[config.mk]
export PLATFORM = sky130hd
export DESIGN_NAME = uart_irq_prio
export DESIGN_NICKNAME = d
export VERILOG_FILES = /design/src/rtl/uart_irq_pkg.sv /design/src/rtl/uart_irq_rise.sv /design/src/rtl/uart_irq_src.sv /design/src/rtl/uart_irq_prienc.sv /design/src/rtl/uart_irq_prio.sv
export SDC_FILE = /design/constraint.sdc
export NUM_CORES = 1
export LEC_CHECK = 0
export BUFFER_PORTS_ARGS = -buffer_cell sky130_fd_sc_hd__buf_2
export CAP_MARGIN = 10
export CORE_MARGIN = 1.5
export CORE_UTILIZATION = 25
export CTS_CLUSTER_SIZE = 25
export DETAILED_ROUTE_END_ITERATION = 10
export HOLD_SLACK_MARGIN = 0.1
export SLEW_MARGIN = 15
export SYNTH_ARGS = -nofsm -noshare
export SYNTH_HDL_FRONTEND = slang
export SYNTH_SLANG_ARGS = --single-unit
[constraint.sdc]
create_clock -name clk -period 2.8 [get_ports clk]
set_input_delay 0.28 -clock clk [delete_from_list [all_inputs] [get_ports clk]]
set_output_delay 0.28 -clock clk [all_outputs]
set_load 0.02 [all_outputs]
[src/rtl/uart_irq_pkg.sv]
// Package: shared source indices, enable bit positions and status codes
// for the UART interrupt prioritizer. Index 0 is the highest priority.
package uart_irq_pkg;
    localparam int NSRC = 7;

    // Source indices in priority order (0 = most urgent)
    localparam int SRC_LINE  = 0;
    localparam int SRC_RXTO  = 1;
    localparam int SRC_RXRDY = 2;
    localparam int SRC_TXRDY = 3;
    localparam int SRC_MODEM = 4;
    localparam int SRC_XCHR  = 5;
    localparam int SRC_FLOW  = 6;

    // Enable bit positions
    localparam int IEN_W     = 7;
    localparam int IEN_RX    = 0;
    localparam int IEN_TX    = 1;
    localparam int IEN_LINE  = 2;
    localparam int IEN_MODEM = 3;
    localparam int IEN_XCHR  = 4;
    localparam int IEN_RTS   = 5;
    localparam int IEN_CTS   = 6;

    localparam int CODE_W = 6;
    localparam logic [CODE_W-1:0] CODE_NONE = 6'h01;

    // Code per source index, element 0 at the right
    localparam logic [NSRC-1:0][CODE_W-1:0] SRC_CODE =
        {6'h20, 6'h10, 6'h00, 6'h02, 6'h04, 6'h0C, 6'h06};
endpackage

[src/rtl/uart_irq_rise.sv]
// Module: uart_irq_rise
// Detects low-to-high changes on W independent level inputs.
// Assumes: the inputs are synchronous to clk. The history is reset to all
// ones, so no edge is reported in the first cycle after reset.
module uart_irq_rise #(
    parameter int W = 3
) (
    input  logic         clk,
    input  logic         rst_n,
    input  logic [W-1:0] lvl,
    output logic [W-1:0] rise
);
    logic [W-1:0] lvl_q;

    // Keep the previous cycle's levels
    always_ff @(posedge clk) begin
        if (!rst_n) lvl_q <= '1;
        else        lvl_q <= lvl;
    end

    // Edge is present level high and previous level low
    assign rise = lvl & ~lvl_q;
endmodule

[src/rtl/uart_irq_src.sv]
// Module: uart_irq_src
// Holds the sticky pending flag of every latched source, applies the
// clearing rules and the enable mask, and outputs one active bit per
// priority level. Receive-ready is a level and is not latched.
// Assumes: event and access strobes last one cycle. A set beats a clear
// in the same cycle.
module uart_irq_src
    import uart_irq_pkg::*;
#(
    parameter int LVL_W = 8,
    parameter int N_LSR = 4,
    parameter int N_MSR = 4
) (
    input  logic              clk,
    input  logic              rst_n,
    input  logic [IEN_W-1:0]  ien,
    input  logic [N_LSR-1:0]  lsr_evt,
    input  logic              rxto_evt,
    input  logic [LVL_W-1:0]  rx_level,
    input  logic [LVL_W-1:0]  rx_trig,
    input  logic              tx_rise,
    input  logic [N_MSR-1:0]  msr_evt,
    input  logic              xoff_det,
    input  logic              xon_det,
    input  logic              spec_det,
    input  logic              rx_char,
    input  logic              cts_rise,
    input  logic              rts_rise,
    input  logic              lsr_rd,
    input  logic              rhr_rd,
    input  logic              msr_rd,
    input  logic              thr_wr,
    input  logic              ack_tx,
    input  logic              ack_x,
    output logic [NSRC-1:0]   act
);
    logic p_line, p_rxto, p_tx, p_msr, p_xoff, p_spec, p_cts, p_rts;

    // Line errors: sticky until the line status read
    always_ff @(posedge clk) begin
        if (!rst_n) p_line <= 1'b0;
        else        p_line <= (|lsr_evt) | (p_line & ~lsr_rd);
    end

    // Receive idle time-out: sticky until the holding register read
    always_ff @(posedge clk) begin
        if (!rst_n) p_rxto <= 1'b0;
        else        p_rxto <= rxto_evt | (p_rxto & ~rhr_rd);
    end

    // Transmit ready: edge set, cleared by a write or an acknowledging status read
    always_ff @(posedge clk) begin
        if (!rst_n) p_tx <= 1'b0;
        else        p_tx <= tx_rise | (p_tx & ~(thr_wr | ack_tx));
    end

    // Modem deltas: sticky until the modem status read
    always_ff @(posedge clk) begin
        if (!rst_n) p_msr <= 1'b0;
        else        p_msr <= (|msr_evt) | (p_msr & ~msr_rd);
    end

    // Xoff seen: cleared by Xon or an acknowledging status read
    always_ff @(posedge clk) begin
        if (!rst_n) p_xoff <= 1'b0;
        else        p_xoff <= xoff_det | (p_xoff & ~(xon_det | ack_x));
    end

    // Special character seen: cleared by the next character or a status read
    always_ff @(posedge clk) begin
        if (!rst_n) p_spec <= 1'b0;
        else        p_spec <= spec_det | (p_spec & ~(rx_char | ack_x));
    end

    // Flow-control edges: sticky until the modem status read
    always_ff @(posedge clk) begin
        if (!rst_n) begin
            p_cts <= 1'b0;
            p_rts <= 1'b0;
        end else begin
            p_cts <= cts_rise | (p_cts & ~msr_rd);
            p_rts <= rts_rise | (p_rts & ~msr_rd);
        end
    end

    // Mask pending flags with their enables, one bit per priority level
    always_comb begin
        act            = '0;
        act[SRC_LINE]  = p_line & ien[IEN_LINE];
        act[SRC_RXTO]  = p_rxto & ien[IEN_RX];
        act[SRC_RXRDY] = (rx_level >= rx_trig) & ien[IEN_RX];
        act[SRC_TXRDY] = p_tx & ien[IEN_TX];
        act[SRC_MODEM] = p_msr & ien[IEN_MODEM];
        act[SRC_XCHR]  = (p_xoff | p_spec) & ien[IEN_XCHR];
        act[SRC_FLOW]  = (p_cts & ien[IEN_CTS]) | (p_rts & ien[IEN_RTS]);
    end
endmodule

[src/rtl/uart_irq_prienc.sv]
// Module: uart_irq_prienc
// Fixed-priority encoder: returns the code of the lowest-index active
// level, or the no-interrupt code when none is active.
// Assumes: the code table in the package is ordered by index.
module uart_irq_prienc
    import uart_irq_pkg::*;
(
    input  logic [NSRC-1:0]   act,
    output logic [CODE_W-1:0] code
);
    logic [NSRC:0][CODE_W-1:0] chain;

    assign chain[NSRC] = CODE_NONE;

    // Each stage overrides the result of all lower-priority stages
    for (genvar i = 0; i < NSRC; i++) begin : g_stage
        assign chain[i] = act[i] ? SRC_CODE[i] : chain[i+1];
    end

    assign code = chain[0];
endmodule

[src/rtl/uart_irq_prio.sv]
// Module: uart_irq_prio (top)
// Interrupt prioritizer of one UART channel. Builds the transmit-ready
// condition, detects edges, latches the sources and encodes the most
// urgent enabled one. isr_code and irq are combinational from state and
// levels, so a status read sees the code of its own cycle.
// Assumes: all inputs are synchronous to clk and strobes last one cycle.
module uart_irq_prio
    import uart_irq_pkg::*;
#(
    parameter  int FIFO_DEPTH = 128,
    localparam int LVL_W      = $clog2(FIFO_DEPTH + 1)
) (
    input  logic               clk,
    input  logic               rst_n,
    input  logic [IEN_W-1:0]   ien,
    input  logic [3:0]         lsr_evt,
    input  logic               rxto_evt,
    input  logic [LVL_W-1:0]   rx_level,
    input  logic [LVL_W-1:0]   rx_trig,
    input  logic [LVL_W-1:0]   tx_level,
    input  logic [LVL_W-1:0]   tx_trig,
    input  logic               rs485_en,
    input  logic               tsr_empty,
    input  logic [3:0]         msr_evt,
    input  logic               xoff_det,
    input  logic               xon_det,
    input  logic               spec_det,
    input  logic               rx_char,
    input  logic               cts_pin,
    input  logic               rts_pin,
    input  logic               auto_cts,
    input  logic               auto_rts,
    input  logic               isr_rd,
    input  logic               lsr_rd,
    input  logic               msr_rd,
    input  logic               rhr_rd,
    input  logic               thr_wr,
    output logic [CODE_W-1:0]  isr_code,
    output logic               irq
);
    logic            tx_cond;
    logic [2:0]      rise;
    logic [NSRC-1:0] act;
    logic            ack_tx, ack_x;

    // Transmit-ready condition: shifter-and-FIFO empty in half-duplex mode
    assign tx_cond = rs485_en ? ((tx_level == '0) & tsr_empty)
                              : (tx_level <= tx_trig);

    uart_irq_rise #(.W(3)) u_rise (
        .clk   (clk),
        .rst_n (rst_n),
        .lvl   ({rts_pin, cts_pin, tx_cond}),
        .rise  (rise)
    );

    // Status read acknowledges only the source it is reporting
    assign ack_tx = isr_rd & (isr_code == SRC_CODE[SRC_TXRDY]);
    assign ack_x  = isr_rd & (isr_code == SRC_CODE[SRC_XCHR]);

    uart_irq_src #(.LVL_W(LVL_W), .N_LSR(4), .N_MSR(4)) u_src (
        .clk      (clk),
        .rst_n    (rst_n),
        .ien      (ien),
        .lsr_evt  (lsr_evt),
        .rxto_evt (rxto_evt),
        .rx_level (rx_level),
        .rx_trig  (rx_trig),
        .tx_rise  (rise[0]),
        .msr_evt  (msr_evt),
        .xoff_det (xoff_det),
        .xon_det  (xon_det),
        .spec_det (spec_det),
        .rx_char  (rx_char),
        .cts_rise (rise[1] & auto_cts),
        .rts_rise (rise[2] & auto_rts),
        .lsr_rd   (lsr_rd),
        .rhr_rd   (rhr_rd),
        .msr_rd   (msr_rd),
        .thr_wr   (thr_wr),
        .ack_tx   (ack_tx),
        .ack_x    (ack_x),
        .act      (act)
    );

    uart_irq_prienc u_enc (
        .act  (act),
        .code (isr_code)
    );

    // Request line follows any enabled pending level
    assign irq = |act;
endmodule

# Yosys cells after proc, flatten, opt, wreduce, memory -nomap -nowiden
# Index checks and enable logic that the tools add are counted.
dict set report op_classes {
  muxes 8
  n_reduce_logical 4
  magnitude_cmp 2
  n_bitwise 42
  n_eq_ne 2
}
# cell n
set ops {}
lappend ops {{6-bit 2-to-1 mux} 7}
lappend ops {{1-bit bitwise AND} 21}
lappend ops {{1-bit OR} 13}
lappend ops {{8-bit greater-or-equal comparator} 1}
lappend ops {{8-bit less-or-equal comparator} 1}
lappend ops {{8-bit zero test} 1}
lappend ops {{4-bit OR reduction} 2}
lappend ops {{7-bit OR reduction} 1}
lappend ops {{6-bit by 2-bit == test with 1-bit output (second input constant)} 1}
lappend ops {{6-bit by 5-bit == test with 1-bit output (second input constant)} 1}
lappend ops {{1-bit NOT} 6}
lappend ops {{3-bit bitwise AND} 1}
lappend ops {{3-bit NOT} 1}
lappend ops {{1-bit 2-to-1 mux} 1}
dict set report totals {
  in_bits 65
  wordCells 67
  register_bits 11
}

# Depth between registers and ports, before layout
dict set report logic_depth {
  ltp_word 15
  depth_mapped 7
}

# By module
# Synthesis repeated with hierarchy kept, for this count alone.
dict set report unflattened {
  cells_unflattened 120
  hier_area_um2 1006.0
}
# module cells_each seq_area_each_um2 area_per_inst_um2 instances
set modules_own_cells {}
lappend modules_own_cells {uart_irq_src 62 160.2 520.5 1}
lappend modules_own_cells {uart_irq_prio 40 0.0 291.5 1}
lappend modules_own_cells {uart_irq_rise 9 60.1 120.1 1}
lappend modules_own_cells {uart_irq_prienc 9 0.0 73.8 1}

# Worst setup path after synthesis
# OpenSTA, ideal clock, no wires.
dict set report synth_path {
  path_kind {input -> output}
  from {input rx_trig[7]}
  to {output isr_code[5]}
  cell_stages 7
  t_arrival_ps 1867
  slack_ps 653
  required_time_ps 2520
  path_buffers 0
  cell_sequence {inv_1 -> ha_1 -> a211o_1 -> a2bb2oi_1 -> o31ai_1 -> nand2b_4 -> nor3b_1}
}
dict set report synth_between {
  elab_chain_len 5
}
# item line_no
set synth_lines {}
lappend synth_lines {{start, declared} uart_irq_prio.sv:19} ;# input logic [LVL_W-1:0] rx_trig,
lappend synth_lines {{8-bit greater-or-equal comparator} uart_irq_src.sv:91} ;# act[SRC_RXRDY] = (rx_level >= rx_trig) & ien[IEN_RX];
lappend synth_lines {{1-bit bitwise AND} uart_irq_src.sv:91}
lappend synth_lines {{6-bit 2-to-1 mux (3 in a row)} uart_irq_prienc.sv:17} ;# assign chain[i] = act[i] ? SRC_CODE[i] : chain[i+1];
lappend synth_lines {{end, declared} uart_irq_prio.sv:38} ;# output logic [CODE_W-1:0] isr_code,
# No other way between the ends.

# Worst setup path after layout
dict set report layout_path {
  from {input rx_level[7]}
  to {output irq}
}
dict set report layout_between {
  elab_chain_len 3
}
# item line_no
set layout_lines {}
lappend layout_lines {{start, declared} uart_irq_prio.sv:18} ;# input logic [LVL_W-1:0] rx_level,
lappend layout_lines {{8-bit greater-or-equal comparator} uart_irq_src.sv:91}
lappend layout_lines {{1-bit bitwise AND} uart_irq_src.sv:91}
lappend layout_lines {{7-bit OR reduction} uart_irq_prio.sv:92} ;# assign irq = |act;
lappend layout_lines {{end, declared} uart_irq_prio.sv:39} ;# output logic irq
# No other way between the ends.

==> qor.csv <==
metric,value,unit
drv_slew,0,
status,"finished, final reports clean",
min-delay-start,thr_wr,
critPathLaunchType,input port,
critical_path_class,in -> out,
ir_worst_vdd,0.0987,mV
reg2reg_from,u_src.p_rxto,
grt_setup_unrepaired,false,
post-place-ws,0.570,ns
critical_path_arrival,1.94,ns
die-height,63.6,um
ys_ff_latch,11,
vias,1045,
finalWorstSetupSlack,0.578,ns
synth_xor_area_share,0,%
numCtsBuffers,3,
syn-num-nets,197,
tritoncts,yes,
crit_path_end_kind,primary output,
synth_edf_count,0,
hold_buffers,0,
synth_top_area_share,24.0,%
vias_per_cell,4.43,
synth_mux_area_share,0,%
drc,0,
synth-compound-area-share,20.3,%
grt_pass1_wl,3820,um
syn_inst,116,
ys_seq_area_share,24.0,%
yosysWarnings,0,
syn_area,917,sq um
clkLatencyLatePin,0.27,ns
port_buffers,71,
post_cts_buffers,0,
cts_resized,0,
cap_violations,0,
root_buffer,clkbuf_4,
die_x,63.6,um
drive_gt1_share,39.5,%
std_cell_rows,21,
crit_fanout,5,
synth_area_leaders,"dfxtp_1 24%, ha_1 22%, inv_1 7.8%, nand2b_1 4.8%, nand2_1 4.5%",
fin_nets,272,
area_delta_synth_final,47.5,%
rr_worst_depth,5,
yosysTopAreaCell,dfxtp_1,
grt_overflow,0,
synthSimpleGateAreaFrac,25.6,%
cts.clk_slew.worst_paths,0.08,ns
setup_violations,0,
hold_violations,0,
wl,2290,um
r2r_end,u_src.p_xoff,
cp.required,2.52,ns
p_leak,0.000741,uW
ys_async_sr_fraction,0,%
total_power,423,uW
cts_sinks,11,
pin_count,72,
dieArea,4040,sq um
holdPathEnd,u_src.p_tx,
drt_pass1_iterations,4,
whs,0.205,ns
ant_nets,0,
syn_avg_cell_area,7.91,sq um
timing.slew.headroom,69.7,%
worstMarginPinSlew,0.451,ns
coreArea,3420,sq um
gp_congestion,0.800,
setup_tns,0,ns
holdPathStages,2,
synth_top_family_by_area,simple AND/OR/NAND/NOR gates,
grt_max_degree,15,
utilization,39.6,%
initial_core_util,26.8,%
wl_per_cell,9.70,um
yosys-top-cells-count,"19 x inv_1, 16 x ha_1, 11 x dfxtp_1, 11 x nand2_1, 7 x nand2b_1",
finalCriticalPeriod,2.22,ns
synth.distinct_cells,33,
grt_pass1_vias,980,
grt_usage,11.7,%
dp_hpwl,2060,um
yosysMostFrequentCell,inv_1,
synthAdderAreaFrac,21.8,%
reg2reg_slack,1.43,ns
drtIter0Drc,9,
diodes,0,
powerDensity,313,nW/um^2
htreeDepth,1,
antenna_found_initial,0,
fin_crit_sh,79.3,%
fin_skew,0.00850,ns
hold_class,in -> reg,
fmax,450,MHz
synth_flop_cell,dfxtp_1,
ctsLongestPathBuffers,2,
[critical path: stages]
cell	delay, ns
buf_2	0.10
ha_1	0.29
a211o_1	0.29
a2bb2oi_1	0.15
o31ai_1	0.14
nand2b_4	0.18
or3_1	0.35
buf_2	0.16
[cell type report]
type                            instances  area (sq um)
Multi-Input combinational cell         85           622
Fill cell                             393          2060
Inverter                               19          71.3
Clock buffer                            4          26.3
Timing Repair Buffer                   71           355
Sequential cell                        11           220
Tap cell                               46          57.6
[sequential cells by signal, indices dropped and copies added (netlist names)]
register	cells
u_src.p_tx	1
u_src.p_cts	1
u_src.p_spec	1
u_src.p_xoff	1
u_rise.lvl_q	3
u_src.p_msr	1
u_src.p_line	1
u_src.p_rxto	1
u_src.p_rts	1
[through the flow]
step / std cells / area [sq um]
after global routing: 236 / 1350
after global placement: 232 / 1330
after detailed placement: 232 / 1330
final: 236 / 1350
after floorplan: 116 / 917
after CTS: 236 / 1350
[layout by cell type (no fill, tap or decap), drive strengths merged, types with 3 or more instances in the layout]
cell	n
nand2	11
inv	19
nor3	3
dfxtp	11
nor2	3
ha	16
clkbuf	4
nor4	4
a21oi	4
nand2b	8
o211ai	4
buf	71
o21ai	4
[power breakdown]
group	switching (uW)	total [uW]	internal [uW]	leakage, uW
Combinational	69.2	145	76.3	0.000635
Sequential	3.95	170	166	0.0000915
Clock	52.7	108	55.0	0.0000150
Total	126	423	297	0.000741
[worst max path at each step]
stage,from,end,cells after the start
final,rx_level[7],irq,8
after global routing,rx_level[7],irq,8
after CTS,rx_level[7],irq,8
after detailed placement,rx_level[7],irq,8
after global placement,rx_level[2],irq,8
after floorplan,rx_trig[7],isr_code[5],7
[cells by family (layout without fill, tap and decap cells)]
| family | count (synthesis) | after routing |
|---|---|---|
| AOI/OAI and AO/OA | 27 | 27 |
| adders and majority gates | 16 | 16 |
| buffers and inverters | 20 | 94 |
| DFF | 11 | 11 |
| and+or+nand+nor | 42 | 42 |
[layer usage]
| layer | vias up | wire length [um] | GRT usage [%] |
|---|---|---|---|
| li1 | 559 | - | - |
| met1 | 451 | 1040 | 14.3 |
| met2 | 33 | 1060 | 19.2 |
| met3 | 2 | 175 | 3.39 |
| met4 | 0 | 10 | 4.89 |
| met5 | - | 0 | 0 |
Power figures use the tool's default switching activity.
